[config.mk]
export PLATFORM = sky130hd
export DESIGN_NAME = unfolded_fb_iir
export DESIGN_NICKNAME = d
export VERILOG_FILES = /design/src/rtl/uf_iir_pkg.sv /design/src/rtl/uf_mac_lane.sv /design/src/rtl/uf_delay_line.sv /design/src/rtl/unfolded_fb_iir.sv
export SDC_FILE = /design/constraint.sdc
export NUM_CORES = 2
export LEC_CHECK = 0
export CAP_MARGIN = 15
export CORE_AREA = 8 8 300 302
export DETAILED_ROUTE_END_ITERATION = 12
export DIE_AREA = 0 0 308 310
export DONT_BUFFER_PORTS = 1
export GPL_TIMING_DRIVEN = 0
export HOLD_SLACK_MARGIN = 0.05
export SLEW_MARGIN = 25
export SYNTH_ARGS = -nofsm -noshare
export SYNTH_HDL_FRONTEND = slang
export SYNTH_HIERARCHICAL = 1
export SYNTH_SLANG_ARGS = --single-unit
[constraint.sdc]
create_clock -name clk -period 6.4 [get_ports clk]
set_input_delay 1.28 -clock clk [delete_from_list [all_inputs] [get_ports clk]]
set_output_delay 1.28 -clock clk [all_outputs]
set_load 0.005 [all_outputs]
[src/rtl/uf_iir_pkg.sv]
package uf_iir_pkg;

  // Unfolding by two: lane i (0 = even, 1 = odd) feeds lane (i+lag)%2
  // through floor((i+lag)/2) block-rate registers.
  localparam int unsigned LANES = 2;

  function automatic int unsigned fb_dest(input int unsigned lag, input int unsigned lane);
    return (lane + lag) % LANES;
  endfunction

  function automatic int unsigned fb_depth(input int unsigned lag, input int unsigned lane);
    return (lane + lag) / LANES;
  endfunction

endpackage

[src/rtl/uf_mac_lane.sv]
// One lane: round(fb * coef) saturated, plus x, saturated.
module uf_mac_lane #(
  parameter int unsigned DW = 16,
  parameter int unsigned CW = 16,
  parameter int unsigned FW = 14
) (
  input  logic signed [DW-1:0] fb,
  input  logic signed [DW-1:0] x,
  input  logic signed [CW-1:0] coef,
  output logic signed [DW-1:0] y
);
  localparam int unsigned PW = DW + CW;
  localparam logic signed [PW:0] RND  = (PW+1)'(64'sd1 <<< (FW-1));
  localparam logic signed [PW:0] MAXV = (PW+1)'((64'sd1 <<< (DW-1)) - 64'sd1);
  localparam logic signed [PW:0] MINV = -(PW+1)'(64'sd1 <<< (DW-1));
  localparam logic signed [DW-1:0] YMAX = {1'b0, {(DW-1){1'b1}}};
  localparam logic signed [DW-1:0] YMIN = {1'b1, {(DW-1){1'b0}}};

  logic signed [PW-1:0] prod;
  logic signed [PW:0]   prod_rnd;
  logic signed [PW:0]   shifted;
  logic signed [DW-1:0] term;
  logic signed [DW:0]   sum;

  always_comb begin
    prod     = $signed({{CW{fb[DW-1]}}, fb}) * $signed({{DW{coef[CW-1]}}, coef});
    prod_rnd = $signed({prod[PW-1], prod}) + RND;
    shifted  = prod_rnd >>> FW;
    if (shifted > MAXV)      term = YMAX;
    else if (shifted < MINV) term = YMIN;
    else                     term = shifted[DW-1:0];
    sum = $signed({term[DW-1], term}) + $signed({x[DW-1], x});
    if (sum[DW] != sum[DW-1]) y = sum[DW] ? YMIN : YMAX;
    else                      y = sum[DW-1:0];
  end
endmodule

[src/rtl/uf_delay_line.sv]
// Block-rate delay line; shifts only when en is high.
module uf_delay_line #(
  parameter int unsigned DW    = 16,
  parameter int unsigned DEPTH = 4
) (
  input  logic                 clk,
  input  logic                 rst_n,
  input  logic                 en,
  input  logic signed [DW-1:0] d,
  output logic signed [DW-1:0] q
);
  logic signed [DW-1:0] tap_q [DEPTH];
  logic signed [DW-1:0] tap_d [DEPTH];

  always_comb begin
    tap_d = tap_q;
    if (en) begin
      tap_d[0] = d;
      for (int i = 1; i < int'(DEPTH); i++) tap_d[i] = tap_q[i-1];
    end
  end

  always_ff @(posedge clk or negedge rst_n) begin
    if (!rst_n) begin
      for (int i = 0; i < int'(DEPTH); i++) tap_q[i] <= '0;
    end else begin
      tap_q <= tap_d;
    end
  end

  assign q = tap_q[DEPTH-1];
endmodule

[src/rtl/unfolded_fb_iir.sv]
module unfolded_fb_iir
  import uf_iir_pkg::*;
#(
  parameter int unsigned DW  = 16,
  parameter int unsigned CW  = 16,
  parameter int unsigned FW  = 14,
  parameter int unsigned LAG = 9   // feedback lag in samples; must be >= 2
) (
  input  logic                 clk,
  input  logic                 rst_n,
  input  logic                 in_valid,
  input  logic signed [DW-1:0] x_even,
  input  logic signed [DW-1:0] x_odd,
  input  logic signed [CW-1:0] coef,
  output logic                 out_valid,
  output logic signed [DW-1:0] y_even,
  output logic signed [DW-1:0] y_odd
);
  // Reset: asserted asynchronously, released after two clock edges.
  logic [1:0] rst_pipe_q;
  logic       rst_sync_n;

  always_ff @(posedge clk or negedge rst_n) begin
    if (!rst_n) rst_pipe_q <= '0;
    else        rst_pipe_q <= {rst_pipe_q[0], 1'b1};
  end
  assign rst_sync_n = rst_pipe_q[1];

  // Lane datapaths and crossed feedback
  logic signed [DW-1:0] lane_x  [LANES];
  logic signed [DW-1:0] lane_y  [LANES];
  logic signed [DW-1:0] lane_fb [LANES];

  assign lane_x[0] = x_even;
  assign lane_x[1] = x_odd;

  for (genvar gi = 0; gi < int'(LANES); gi++) begin : g_lane
    localparam int unsigned DST   = fb_dest(LAG, gi);
    localparam int unsigned DEPTH = fb_depth(LAG, gi);

    uf_mac_lane #(.DW(DW), .CW(CW), .FW(FW)) u_mac (
      .fb   (lane_fb[gi]),
      .x    (lane_x[gi]),
      .coef (coef),
      .y    (lane_y[gi])
    );

    uf_delay_line #(.DW(DW), .DEPTH(DEPTH)) u_dly (
      .clk   (clk),
      .rst_n (rst_sync_n),
      .en    (in_valid),
      .d     (lane_y[gi]),
      .q     (lane_fb[DST])
    );
  end

  // Output register stage
  logic                 vld_d, vld_q;
  logic signed [DW-1:0] ye_d, ye_q, yo_d, yo_q;

  always_comb begin
    vld_d = in_valid;
    ye_d  = ye_q;
    yo_d  = yo_q;
    if (in_valid) begin
      ye_d = lane_y[0];
      yo_d = lane_y[1];
    end
  end

  always_ff @(posedge clk or negedge rst_sync_n) begin
    if (!rst_sync_n) begin
      vld_q <= 1'b0;
      ye_q  <= '0;
      yo_q  <= '0;
    end else begin
      vld_q <= vld_d;
      ye_q  <= ye_d;
      yo_q  <= yo_d;
    end
  end

  assign out_valid = vld_q;
  assign y_even    = ye_q;
  assign y_odd     = yo_q;
endmodule

; ---- Word-level counts from Yosys, hierarchy flattened
; Cells that the tools add are included.
; Widths: inputs -> output; s select.
[totals]
register_bits = 147
in_bits = 51
wordCells = 31
[classes]
addsub = 4
multipliers = 2
n_lt_le_gt_ge = 4
n_eq_ne = 2
muxes = 8
[ops]
columns = op, n
row1 = $mux 16, 8
row2 = $add 32x15->33 const B, 2
row3 = $mul 16x16->32, 2
row4 = $gt 19x16->1 const B, 2
row5 = $lt 19x16->1 const B, 2
row6 = $add 16x16->17, 2
row7 = $ne 1x1->1, 2

; ---- Longest topological paths before layout
[depth]
depth_word = 8
mapped_depth = 38

; ---- Hierarchy
; Netlist, hierarchy kept.
[modules_own_cells]
columns = mod, n_inst, cells_each, area_each_um2, seq_area_each_um2
row1 = uf_mac_lane at g_lane[0].u_mac, 1, 1258, 10943.0, 0.0
row2 = uf_mac_lane at g_lane[1].u_mac, 1, 1223, 10841.6, 0.0
row3 = uf_delay_line at g_lane[1].u_dly, 1, 185, 3494.6, 2001.9
row4 = uf_delay_line at g_lane[0].u_dly, 1, 151, 2798.9, 1601.5
row5 = unfolded_fb_iir, 1, 72, 1423.9, 875.8

; ---- Worst setup path before layout
; Ideal clock, no wire load.
[synth_path]
path_type = input to register
from = input port coef[1]
to = register g_lane[0].u_dly/tap_q[54] (netlist bit)
setup_time_ns = 0.125
arrival_ns = 10.238
setup_slack_ns = -3.963
cell_stages = 35
n_path_buf = 3
cell_sequence = clkbuf_1 nand2_1 inv_1 fa_1 inv_1 fa_1 inv_1 fa_1 fa_1 fa_1 inv_1 fa_1 inv_1 ha_1 a211oi_1 o211a_1 o211ai_1 or4_1 a31o_1 and3_4 a311oi_4 buf_6 o22ai_1 ha_1 fa_1 a21o_1 a21oi_1 o21ba_2 o21ai_0 a211oi_1 nand2_1 mux2i_1 clkbuf_1 a31oi_1 mux2_4
[synth_lines]
columns = element, line
row1 = from (decl), unfolded_fb_iir.sv:14  ; input logic signed [CW-1:0] coef,
row2 = to (signal assigned), uf_delay_line.sv:27  ; tap_q <= tap_d;
row3 = to (decl), uf_delay_line.sv:12  ; logic signed [DW-1:0] tap_q [DEPTH];

==> impl_metrics.py <==
metrics = {
    "sta": {
        "fin_crit_sh": 1.497,
        "setup_viol": 64,
        "period_needed_ns": 9.583,
        "final-hold-violation-count": 0,
        "max_freq_ghz": 0.1044,
        "final.setup.worst_slack_ns": -3.183,
        "rsz0062_at_grt": "true",
        "relSlewSlack": 0.4828,
        "finClkSkew_ns": 0.01547,
        "drv_slew": 0,
        "worst_pin_slew_ns": 0.7678,
    },
    "worst_setup_path": {
        "cp_slowest_cell": "fa_2",
        "crit_path_max_fanout": 15,
        "crit_buf_inv": 8,
        "crit_type": "in2reg",
        "regToRegStartpoint": "g_lane[1].u_dly/q[15]$_DFFE_PN0P_",
        "r2r_end": "y_even[3]$_DFFE_PN0P_",
        "end_kind": "flip-flop",
        "cp.depth": 34,
        "cp_data_arrival_time_ns": 9.96,
        "cp-startpoint": "coef[1]",
        "max_stage_delay_ns": 0.66,
        "worstSetupStartpointType": "primary input",
        "ff2ff_setup_slack_ns": -2.98,
        "reg2regPathDepth": 36,
        "crit_family": "adder cells",
        "crit_required_ns": 6.78,
        "crit_end": "y_even[3]$_DFFE_PN0P_",
    },
    "final_layout": {
        "seqCellArea_um2": 4483,
        "layout.cells.non_filler": 4203,
        "fill_cells": 8367,
        "area_growth_pct": 16.85,
        "finalNetCount": 3807,
        "drive_gt1_frac": 0.2194,
        "multi_input_area_um2": 23020,
    },
    "global_route": {
        "grtUsageTotal": 0.1632,
        "grt_max_degree": 54,
        "grt_pass1_wl_um": 122300,
        "grt_overflow": 0,
        "grt_pass1_vias": 21570,
        "antenna_found_initial": 0,
    },
    "floorplanning": {
        "fp.dieH_um": 310,
        "io_pins": 84,
        "fp.dieW_um": 308,
        "rows": 108,
        "core_um2": 85670,
        "dieArea_um2": 95480,
        "start_util": 0.3444,
    },
    "detailed_routing": {
        "drtIter0Drc": 1212,
        "wl_met2_um": 36430,
        "wire_per_inst_um": 18.16,
        "final_antenna_net_count": 0,
        "via_per_inst": 4.801,
        "drc": 0,
        "first_pass_iters": 5,
        "vias": 20180,
        "highest_layer": "met4",
        "route.met3.wl_um": 4203,
        "totalWireLength_um": 76330,
        "wl_met1_um": 34390,
    },
    "synthesis": {
        "syn-num-nets": 3664,
        "ys_ff_latch": 179,
        "synthArstFlopShare": 1.000,
        "yosysTopAreaCellShare": 0.3637,
        "yosysWarnings": 6,
        "synth_cell_types": 75,
        "synth-edff-count": 0,
        "netlist_instances": 2889,
        "synth-seq-area-share": 0.1518,
        "avgSynthCellArea_um2": 10.21,
        "synthFlopType": "dfrtp_1",
        "synth_commonest_cells": "642 x inv_1, 536 x fa_1, 284 x nand2_1",
        "synth.most_common_cell": "inv_1",
        "syn_area_um2": 29500,
        "yosys-top-cells-area": "fa_1 36%, dfrtp_1 15%, mux2_4 8.7%, inv_1 8.2%, ha_1 8.0%",
        "synth_top_area_cell": "fa_1",
    },
    "placement": {
        "portBuffers": 0,
        "dp_hpwl_um": 61330,
        "gp_congestion": 0.8603,
        "dp_cells": 4047,
        "post-place-ws_ns": -4.555,
    },
    "cts": {
        "clockBufferDepth": 2,
        "cts_hold_buf": 0,
        "htree_levels": 4,
        "cts_num_sinks": 179,
        "root_buffer": "clkbuf_16",
        "cts_buffers": 17,
        "clk_transition_reported_paths_ns": 0.08,
        "clk_latency_ns": 0.44,
        "cts_tree": "done",
    },
    "flow_run": {
        "drv_cap": 0,
    },
    "outcome": {
        "failed_checks": "setup timing",
        "status": "finished, violations left",
    },
    "worst_hold_path": {
        "hold_path.class": "reg2async",
    },
}
## cells by family after synthesis
family                     after synthesis  share of synthesized area
buffers and inverters                  775                     0.1143
adders and majority gates              724                     0.4434
and+or+nand+nor                        664                     0.1120
AOI/OAI and AO/OA                      298                    0.06803
DFF                                    179                     0.1518
muxes                                  177                    0.08915
xor gates and xnor gates                71                    0.02108
other                                    1                  0.0001271
## placed cells by master, fill, tap and decap left out, types with 10 or more instances in the layout
master,count
o21bai_1,11
o21ai_2,15
a21o_1,26
nor2_1,52
clkbuf_16,26
nand3_1,10
fa_2,23
buf_4,128
o21ai_0,43
a31oi_4,28
nand4_1,16
inv_2,11
xnor2_1,48
a21oi_1,40
xor2_1,21
a21oi_2,18
clkbuf_2,28
o22ai_1,10
nand2b_1,10
clkbuf_4,10
nand2_1,277
and2_1,239
buf_12,25
ha_4,24
mux2_4,173
buf_6,32
ha_1,155
dfrtp_1,178
clkbuf_1,10
and3_1,10
o21a_1,12
inv_1,624
fa_1,513
## worst register-to-register path: cells and delay by family, from the launching register on
kind | cells | cell delay, ns
buffers and inverters | 11 | 1.46
adders and majority gates | 8 | 3.74
DFF | 1 | 0.37
muxes | 1 | 0.14
AOI/OAI and AO/OA | 12 | 2.55
and+or+nand+nor | 4 | 1.07
## how the worst min path moves through the flow
stage	from	endpoint	depth (start not counted)
floorplan	rst_pipe_q[0]$_DFF_PN0_	rst_pipe_q[1]$_DFF_PN0_	0
global placement	rst_pipe_q[0]$_DFF_PN0_	rst_pipe_q[1]$_DFF_PN0_	0
detailed placement	rst_pipe_q[1]$_DFF_PN0_	y_even[14]$_DFFE_PN0P_	0
CTS	rst_pipe_q[1]$_DFF_PN0_	y_even[14]$_DFFE_PN0P_	0
global route	rst_pipe_q[1]$_DFF_PN0_	y_even[5]$_DFFE_PN0P_	0
finish	rst_pipe_q[1]$_DFF_PN0_	y_even[5]$_DFFE_PN0P_	0
## metal layers
metal	track usage	up-vias
li1	-	9175
met4	0.03101	0
met3	0.02625	76
met5	0	-
met1	0.2260	10490
met2	0.2717	437
## per-stage QoR
step	area [µm²]	utilization	setup TNS, ns	hold WS (ns)
global route	34470	0.4023	-200.89	0.3479
floorplan	30050	-	-184.88	0.3312
CTS	33650	0.3928	-184.74	0.3236
detailed placement	31580	0.3686	-278.66	0.3166
finish	34470	0.4024	-188.30	0.2993
global placement	31500	0.3676	-476.23	0.3341
## flip-flops by register name (all words and copies together) (netlist names)
signal	cells
out_valid	1
y_odd	16
g_lane.u_dly/tap_q	112
y_even	16
rst_pipe_q	2
g_lane.u_dly/q	32
## cell type report
type / instances / area share
Antenna cell: 3 / 0.0002178
Buffer: 131 / 0.03804
Clock buffer: 18 / 0.01245
Clock inverter: 14 / 0.003992
Inverter: 642 / 0.07063
Multi-Input combinational cell: 1935 / 0.6677
Sequential cell: 179 / 0.1300
Tap cell: 1155 / 0.04192
Timing Repair Buffer: 126 / 0.03499
## what timing repair did
| action | CTS | global route |
|---|---|---|
| gates resized for setup | 199 | 125 |
| gates cloned | 3 | 3 |
| pin swaps | 110 | 101 |
| setup buffers | 75 | 44 |
| endpoints found under the setup margin | 64 | 64 |
Power is not shown: default switching activity piles up to over one toggle a cycle in this logic, so the estimate is an artifact.
